==> config.mk <==
export PLATFORM = sky130hd
export DESIGN_NAME = reqack_monitor
export DESIGN_NICKNAME = d
export VERILOG_FILES = /design/src/rtl/reqack_pkg.sv /design/src/rtl/reqack_edge.sv /design/src/rtl/reqack_fsm.sv /design/src/rtl/reqack_collect.sv /design/src/rtl/reqack_monitor.sv
export SDC_FILE = /design/constraint.sdc
export NUM_CORES = 1
export LEC_CHECK = 0
export BUFFER_PORTS_ARGS = -buffer_cell sky130_fd_sc_hd__clkbuf_2
export CORE_AREA = 10 10 47 49
export CTS_BUF_LIST = sky130_fd_sc_hd__clkbuf_4 sky130_fd_sc_hd__clkbuf_8
export DETAILED_ROUTE_END_ITERATION = 8
export DIE_AREA = 0 0 57 59
export GPL_TIMING_DRIVEN = 0
export PLACE_DENSITY = 0.67
export SYNTH_ARGS = -nofsm -noshare
export SYNTH_HDL_FRONTEND = slang
export SYNTH_SLANG_ARGS = --single-unit
==> constraint.sdc <==
create_clock -name clk -period 2.2 [get_ports clk]
set_clock_uncertainty 0.15 [all_clocks]
set_input_delay 0.11 -clock clk [delete_from_list [all_inputs] [get_ports clk]]
set_output_delay 0.11 -clock clk [all_outputs]
set_load 0.005 [all_outputs]
==> src/rtl/reqack_pkg.sv <==
`timescale 1ns/1ps
package reqack_pkg;
    typedef enum logic [1:0] {
        ST_IDLE = 2'd0,
        ST_WAIT = 2'd1,
        ST_DONE = 2'd2
    } hs_state_e;

    localparam int NUM_VIOL  = 5;
    localparam int V_REPEAT  = 0;
    localparam int V_ORPHAN  = 1;
    localparam int V_DUP     = 2;
    localparam int V_EARLY   = 3;
    localparam int V_LATE    = 4;
endpackage

==> src/rtl/reqack_edge.sv <==
`timescale 1ns/1ps
module reqack_edge (
    input  logic clk,
    input  logic rst_n,
    input  logic req,
    output logic req_rise
);
    logic req_q;

    always_ff @(posedge clk) begin
        if (!rst_n) req_q <= 1'b0;
        else        req_q <= req;
    end

    assign req_rise = req & ~req_q;

    // a detected edge means req was low one cycle earlier
    a_r2_rise_after_low: assert property (@(posedge clk) disable iff (!rst_n)
        req_rise |-> !$past(req));
endmodule

==> src/rtl/reqack_fsm.sv <==
`timescale 1ns/1ps
module reqack_fsm
    import reqack_pkg::*;
#(
    parameter int MIN_ACK = 1,
    parameter int MAX_ACK = 3
) (
    input  logic                clk,
    input  logic                rst_n,
    input  logic                req,
    input  logic                ack,
    input  logic                req_rise,
    output logic [NUM_VIOL-1:0] det,
    output logic                pending
);
    localparam int CW = $clog2(MAX_ACK + 2);
    localparam logic [CW-1:0] LIM_HI = CW'(MAX_ACK);
    localparam logic [CW-1:0] LIM_LO = CW'(MIN_ACK);
    localparam logic [CW-1:0] ONE    = CW'(1);

    hs_state_e      state, state_nxt;
    logic [CW-1:0]  cnt, cnt_nxt;
    logic           too_late, too_early;

    always_ff @(posedge clk) begin
        if (!rst_n) begin
            state <= ST_IDLE;
            cnt   <= '0;
        end else begin
            state <= state_nxt;
            cnt   <= cnt_nxt;
        end
    end

    assign too_late  = (cnt > LIM_HI);
    assign too_early = (cnt < LIM_LO);

    always_comb begin
        state_nxt = state;
        cnt_nxt   = cnt;
        det       = '0;
        unique case (state)
            ST_IDLE, ST_DONE: begin
                if (req_rise) begin
                    if (ack) begin
                        det[V_EARLY] = (MIN_ACK > 0);
                        state_nxt    = ST_DONE;
                    end else begin
                        state_nxt = ST_WAIT;
                        cnt_nxt   = ONE;
                    end
                end else begin
                    if (ack) begin
                        if (state == ST_IDLE) det[V_ORPHAN] = 1'b1;
                        else                  det[V_DUP]    = 1'b1;
                    end
                    if (state == ST_DONE && !req) state_nxt = ST_IDLE;
                end
            end
            ST_WAIT: begin
                if (ack) begin
                    if (too_late)       det[V_LATE]  = 1'b1;
                    else if (too_early) det[V_EARLY] = 1'b1;
                    state_nxt = too_late ? ST_IDLE : ST_DONE;
                end else if (too_late) begin
                    det[V_LATE] = 1'b1;
                    state_nxt   = ST_IDLE;
                end else begin
                    cnt_nxt = cnt + ONE;
                end
                if (req_rise) begin
                    det[V_REPEAT] = 1'b1;
                    state_nxt     = ST_WAIT;
                    cnt_nxt       = ONE;
                end
            end
            default: state_nxt = ST_IDLE;
        endcase
    end

    assign pending = (state == ST_WAIT);

    // the delay count never runs beyond one past the upper limit
    a_r8_cnt_bounded: assert property (@(posedge clk) disable iff (!rst_n)
        pending |-> (cnt >= ONE && cnt <= LIM_HI + ONE));
    // a timeout without a new request edge leaves nothing outstanding
    a_r8_late_clears: assert property (@(posedge clk) disable iff (!rst_n)
        (pending && !ack && too_late && !req_rise) |=> !pending);
    // a repeated edge keeps the request outstanding with a fresh count
    a_r11_restart: assert property (@(posedge clk) disable iff (!rst_n)
        (pending && req_rise) |=> (pending && cnt == ONE));
endmodule

==> src/rtl/reqack_collect.sv <==
`timescale 1ns/1ps
module reqack_collect
    import reqack_pkg::*;
(
    input  logic                clk,
    input  logic                rst_n,
    input  logic [NUM_VIOL-1:0] det,
    output logic [NUM_VIOL-1:0] flags_q,
    output logic                pulse_q
);
    always_ff @(posedge clk) begin
        if (!rst_n) begin
            flags_q <= '0;
            pulse_q <= 1'b0;
        end else begin
            flags_q <= flags_q | det;
            pulse_q <= |det;
        end
    end

    // no flag that is set ever clears while out of reset
    a_r9_sticky: assert property (@(posedge clk) disable iff (!rst_n)
        (flags_q != '0) |=> ((flags_q & $past(flags_q)) == $past(flags_q)));
    // the strobe never appears without a recorded fault
    a_r10_pulse_has_flag: assert property (@(posedge clk) disable iff (!rst_n)
        pulse_q |-> (flags_q != '0));
endmodule

==> src/rtl/reqack_monitor.sv <==
`timescale 1ns/1ps
module reqack_monitor
    import reqack_pkg::*;
#(
    parameter int MIN_ACK = 1,
    parameter int MAX_ACK = 3
) (
    input  logic       clk,
    input  logic       rst_n,
    input  logic       req,
    input  logic       ack,
    output logic [4:0] err_flags,
    output logic       err_pulse,
    output logic       pending
);
    logic                req_rise;
    logic [NUM_VIOL-1:0] det;
    logic [NUM_VIOL-1:0] flags_q;

    reqack_edge u_edge (
        .clk      (clk),
        .rst_n    (rst_n),
        .req      (req),
        .req_rise (req_rise)
    );

    reqack_fsm #(.MIN_ACK(MIN_ACK), .MAX_ACK(MAX_ACK)) u_fsm (
        .clk      (clk),
        .rst_n    (rst_n),
        .req      (req),
        .ack      (ack),
        .req_rise (req_rise),
        .det      (det),
        .pending  (pending)
    );

    reqack_collect u_collect (
        .clk     (clk),
        .rst_n   (rst_n),
        .det     (det),
        .flags_q (flags_q),
        .pulse_q (err_pulse)
    );

    assign err_flags = flags_q;

    // an orphan flag only appears for a cycle with nothing outstanding
    a_r5_orphan_not_pending: assert property (@(posedge clk) disable iff (!rst_n)
        $rose(err_flags[V_ORPHAN]) |-> !$past(pending));
    // a repeated-request flag only appears when a request was outstanding
    a_r4_repeat_needs_pending: assert property (@(posedge clk) disable iff (!rst_n)
        $rose(err_flags[V_REPEAT]) |-> $past(pending));
endmodule

==> results.ini <==
[run_status]
outcome = complete, no violations

[cells_and_area]
fill_cells = 148
drive_gt1_frac = 0.270
area.growth.synth_to_final_pct = 21.9
cell_area_after_layout_um2 = 674
insertedDiodeCount = 0
design.final.nets = 81

[detailed_routing]
iteration_0_drc_markers = 6
antenna_violating_nets_post_route = 0
average_routed_wire_per_standard_cell_um = 12.9
firstDrtPassIters = 4
post_detailed_route_drc_marker_count = 0
average_vias_per_placed_instance = 5.27
vias = 474
totalWireLength_um = 1160

[power_and_ir_drop]
irDropWorstVdd_v = 0.000446
power.static_leakage_uw = 0.000274
share_seq_of_total_power = 0.500
power.density_cell_area_nw_per_um2 = 707
internal_power_uw = 358
netSwitchingFraction = 0.249
power.share.clock = 0.367
comb_power_share = 0.134
power_switching_uw = 119

[clock_tree]
cts.sink_count = 12
cts_inserted_buffers = 3
cts.htree.levels = 1
cts_tree = done
clock_tree.buffer_depth = 2
worst_setup_hold_path_clk_slew_ns = 0.08
clk_root_buffer_cell = sky130_fd_sc_hd__clkbuf_4
worstSkewPairLatency_ns = 0.27
ctsResizeCount = 0

[floorplan]
rows = 14
die_height_um = 59
design.portCount = 11
die_width_um = 57
floorplan.core_area_um2 = 1400
floorplan.die_area_um2 = 3360
initial_utilization = 0.395

[grt]
gr-total-overflow = 0
grt_usage = 0.0720
grt_first_pass_wirelength_um = 2010
grt_start_max_net_pins = 10
grt_pass1_vias = 475
grt_antenna_before_repair = 0

[timing]
finalHoldViolations = 0
final.hold.worst_slack_ns = 0.0399
maxSlewHeadroom = 0.755
final.setup.tns_ns = 0
tcrit_tclk_final = 0.760
maxSlewViolCount = 0
finalSetupViolations = 0
final_period_minus_worst_setup_slack_ns = 1.67
unrepaired_setup_endpoints_after_global_routing = no
worstMarginPinSlew_ns = 0.368
fmax_ghz = 0.598

[placement]
dp_hpwl_um = 835
post_dp_cell_area_um2 = 618
finalWeightedCongestion = 0.804
io_buffers = 9

[logic_synthesis]
yosys_warnings = 0
post_synth_design_cell_area_um2 = 553
synth_area_per_cell_um2 = 9.37
synth_sequential_area_ratio = 0.434
synth_nets = 65
yosys.area.top_type_share = 0.434
largest_cells_by_area_after_synthesis = sky130_fd_sc_hd__dfxtp_1, sky130_fd_sc_hd__a21oi_1, sky130_fd_sc_hd__ha_1
synth_cells = 59
synth_seq_cells = 12
yosysUniqueCellTypes = 27
synth_largest_area_cell = sky130_fd_sc_hd__dfxtp_1

[setup_path]
crit_path_max_incr_delay_ns = 0.36
critical_path.cell_chain = ha_1 > ha_1 > o211ai_4 > nand2_2 > o221a_1
critical_path_arrival_ns = 1.69
cp-start-kind = flop
worst_setup_path_end_kind = flop
worst_path_most_repeated_cell = sky130_fd_sc_hd__ha_1
worst-endpoint-required_ns = 2.22
path_class = flop to flop
cp_max_fo = 7
critical-path-slowest-cell = sky130_fd_sc_hd__dfxtp_1

[worst_hold_path]
min_path_type = input port to flop

[job]
maxCapViolations = 0

-- Yosys cell counts --
cell type and n:
sky130_fd_sc_hd__dfxtp_1 12, sky130_fd_sc_hd__a21oi_1 7, sky130_fd_sc_hd__nor2_1 6, sky130_fd_sc_hd__inv_1 5, sky130_fd_sc_hd__nand4_1 3, sky130_fd_sc_hd__o21ai_0 3, sky130_fd_sc_hd__ha_1 2, sky130_fd_sc_hd__nand3_1 2
sky130_fd_sc_hd__a211oi_2 1, sky130_fd_sc_hd__a31oi_1 1, sky130_fd_sc_hd__a41oi_1 1, sky130_fd_sc_hd__and2_1 1, sky130_fd_sc_hd__and2b_1 1, sky130_fd_sc_hd__buf_6 1, sky130_fd_sc_hd__clkbuf_2 1, sky130_fd_sc_hd__nand2_1 1
sky130_fd_sc_hd__nand2_2 1, sky130_fd_sc_hd__nand2b_1 1, sky130_fd_sc_hd__nor2b_2 1, sky130_fd_sc_hd__nor3_1 1, sky130_fd_sc_hd__nor4_1 1, sky130_fd_sc_hd__o2111ai_1 1, sky130_fd_sc_hd__o211ai_4 1, sky130_fd_sc_hd__o21ai_4 1
sky130_fd_sc_hd__o221a_1 1, sky130_fd_sc_hd__o221ai_1 1, sky130_fd_sc_hd__o31ai_1 1
-- path summary, 6_finish.rpt --
kind	end	startpoint	cells past startpoint	slack, ns
max	u_fsm.cnt[0]	u_fsm.cnt[0]	5	0.53
min	u_collect.pulse_q	ack	3	0.04
max reg2reg	u_fsm.cnt[0]	u_fsm.cnt[0]	5	0.53
min reg2reg	u_collect.flags_q[4]	u_collect.flags_q[4]	2	0.32
-- cells in the final DEF (no fill, tap or decap), types with 2 or more instances in the layout --
cell type                       count
sky130_fd_sc_hd__dfxtp_1           12
sky130_fd_sc_hd__nand4_1            3
sky130_fd_sc_hd__nand3_1            2
sky130_fd_sc_hd__dlygate4sd3_1      2
sky130_fd_sc_hd__inv_1              5
sky130_fd_sc_hd__clkbuf_2          10
sky130_fd_sc_hd__a21oi_1            7
sky130_fd_sc_hd__ha_1               2
sky130_fd_sc_hd__clkbuf_4           3
sky130_fd_sc_hd__nor2_1             6
sky130_fd_sc_hd__o21ai_0            3
-- routing by layer --
metal  vias up  global-route usage  wire [µm]
li1        247                   -          -
met1       216              0.0877        582
met2         9               0.109        509
met3         2              0.0343         60
met4         0              0.0235          7
met5         -                   0          0
-- metrics by stage --
| step | total power (µW) | util | setup slack [ns] | std cells |
|---|---|---|---|---|
| after floorplan | 285 | - | 0.640 | 59 |
| after global placement | 304 | 0.441 | 0.563 | 84 |
| after detailed placement | 304 | 0.441 | 0.543 | 84 |
| after CTS | 483 | 0.481 | 0.514 | 90 |
| after global routing | 500 | 0.481 | 0.431 | 90 |
| final | 477 | 0.481 | 0.528 | 90 |
-- power groups by stage --
stage               clock network (µW)  logic (µW)  registers (µW)
CTS                                180        64.4             238
global route                       187        72.7             240
floorplan                            0        42.6             242
finish                             175        63.7             238
detailed placement                   0        61.2             243
global placement                     0        61.2             243
-- what timing repair did --
action,in CTS,in global routing
hold buffers,2,0
buffers inserted,0,0
hold endpoints to repair,2,0
-- cell type report --
| cell class | instances | area [µm²] | share of cell area |
|---|---|---|---|
| Clock buffer | 4 | 36.3 | 0.0538 |
| Timing Repair Buffer | 11 | 65.1 | 0.0965 |
| Tap cell | 16 | 20.0 | 0.0297 |
| Multi-Input combinational cell | 40 | 278 | 0.412 |
| Inverter | 5 | 18.8 | 0.0278 |
| Buffer | 2 | 16.3 | 0.0241 |
| Sequential cell | 12 | 240 | 0.356 |
-- flip-flops by register name, indices dropped and copies added (netlist names) --
| name | count |
|---|---|
| u_collect.flags_q | 5 |
| u_collect.pulse_q | 1 |
| u_edge.req_q | 1 |
| u_fsm.cnt | 3 |
| u_fsm.state | 2 |
-- cells by family (layout without fill, tap and decap cells) --
| group | count (synthesis) | in the layout | share of synthesized area |
|---|---|---|---|
| and+or+nand+nor | 19 | 19 | 0.183 |
| adders and majority gates | 2 | 2 | 0.0452 |
| DFF | 12 | 12 | 0.434 |
| AOI/OAI and AO/OA | 19 | 19 | 0.274 |
| buffers and inverters | 7 | 22 | 0.0633 |
-- worst max-delay path, delay by kind of cell (launching register included) --
family	cells	cell delay, ns
AOI/OAI and AO/OA	2	0.52
adders and majority gates	2	0.46
DFF	1	0.36
and+or+nand+nor	1	0.07
Power figures use the tool's default switching activity.
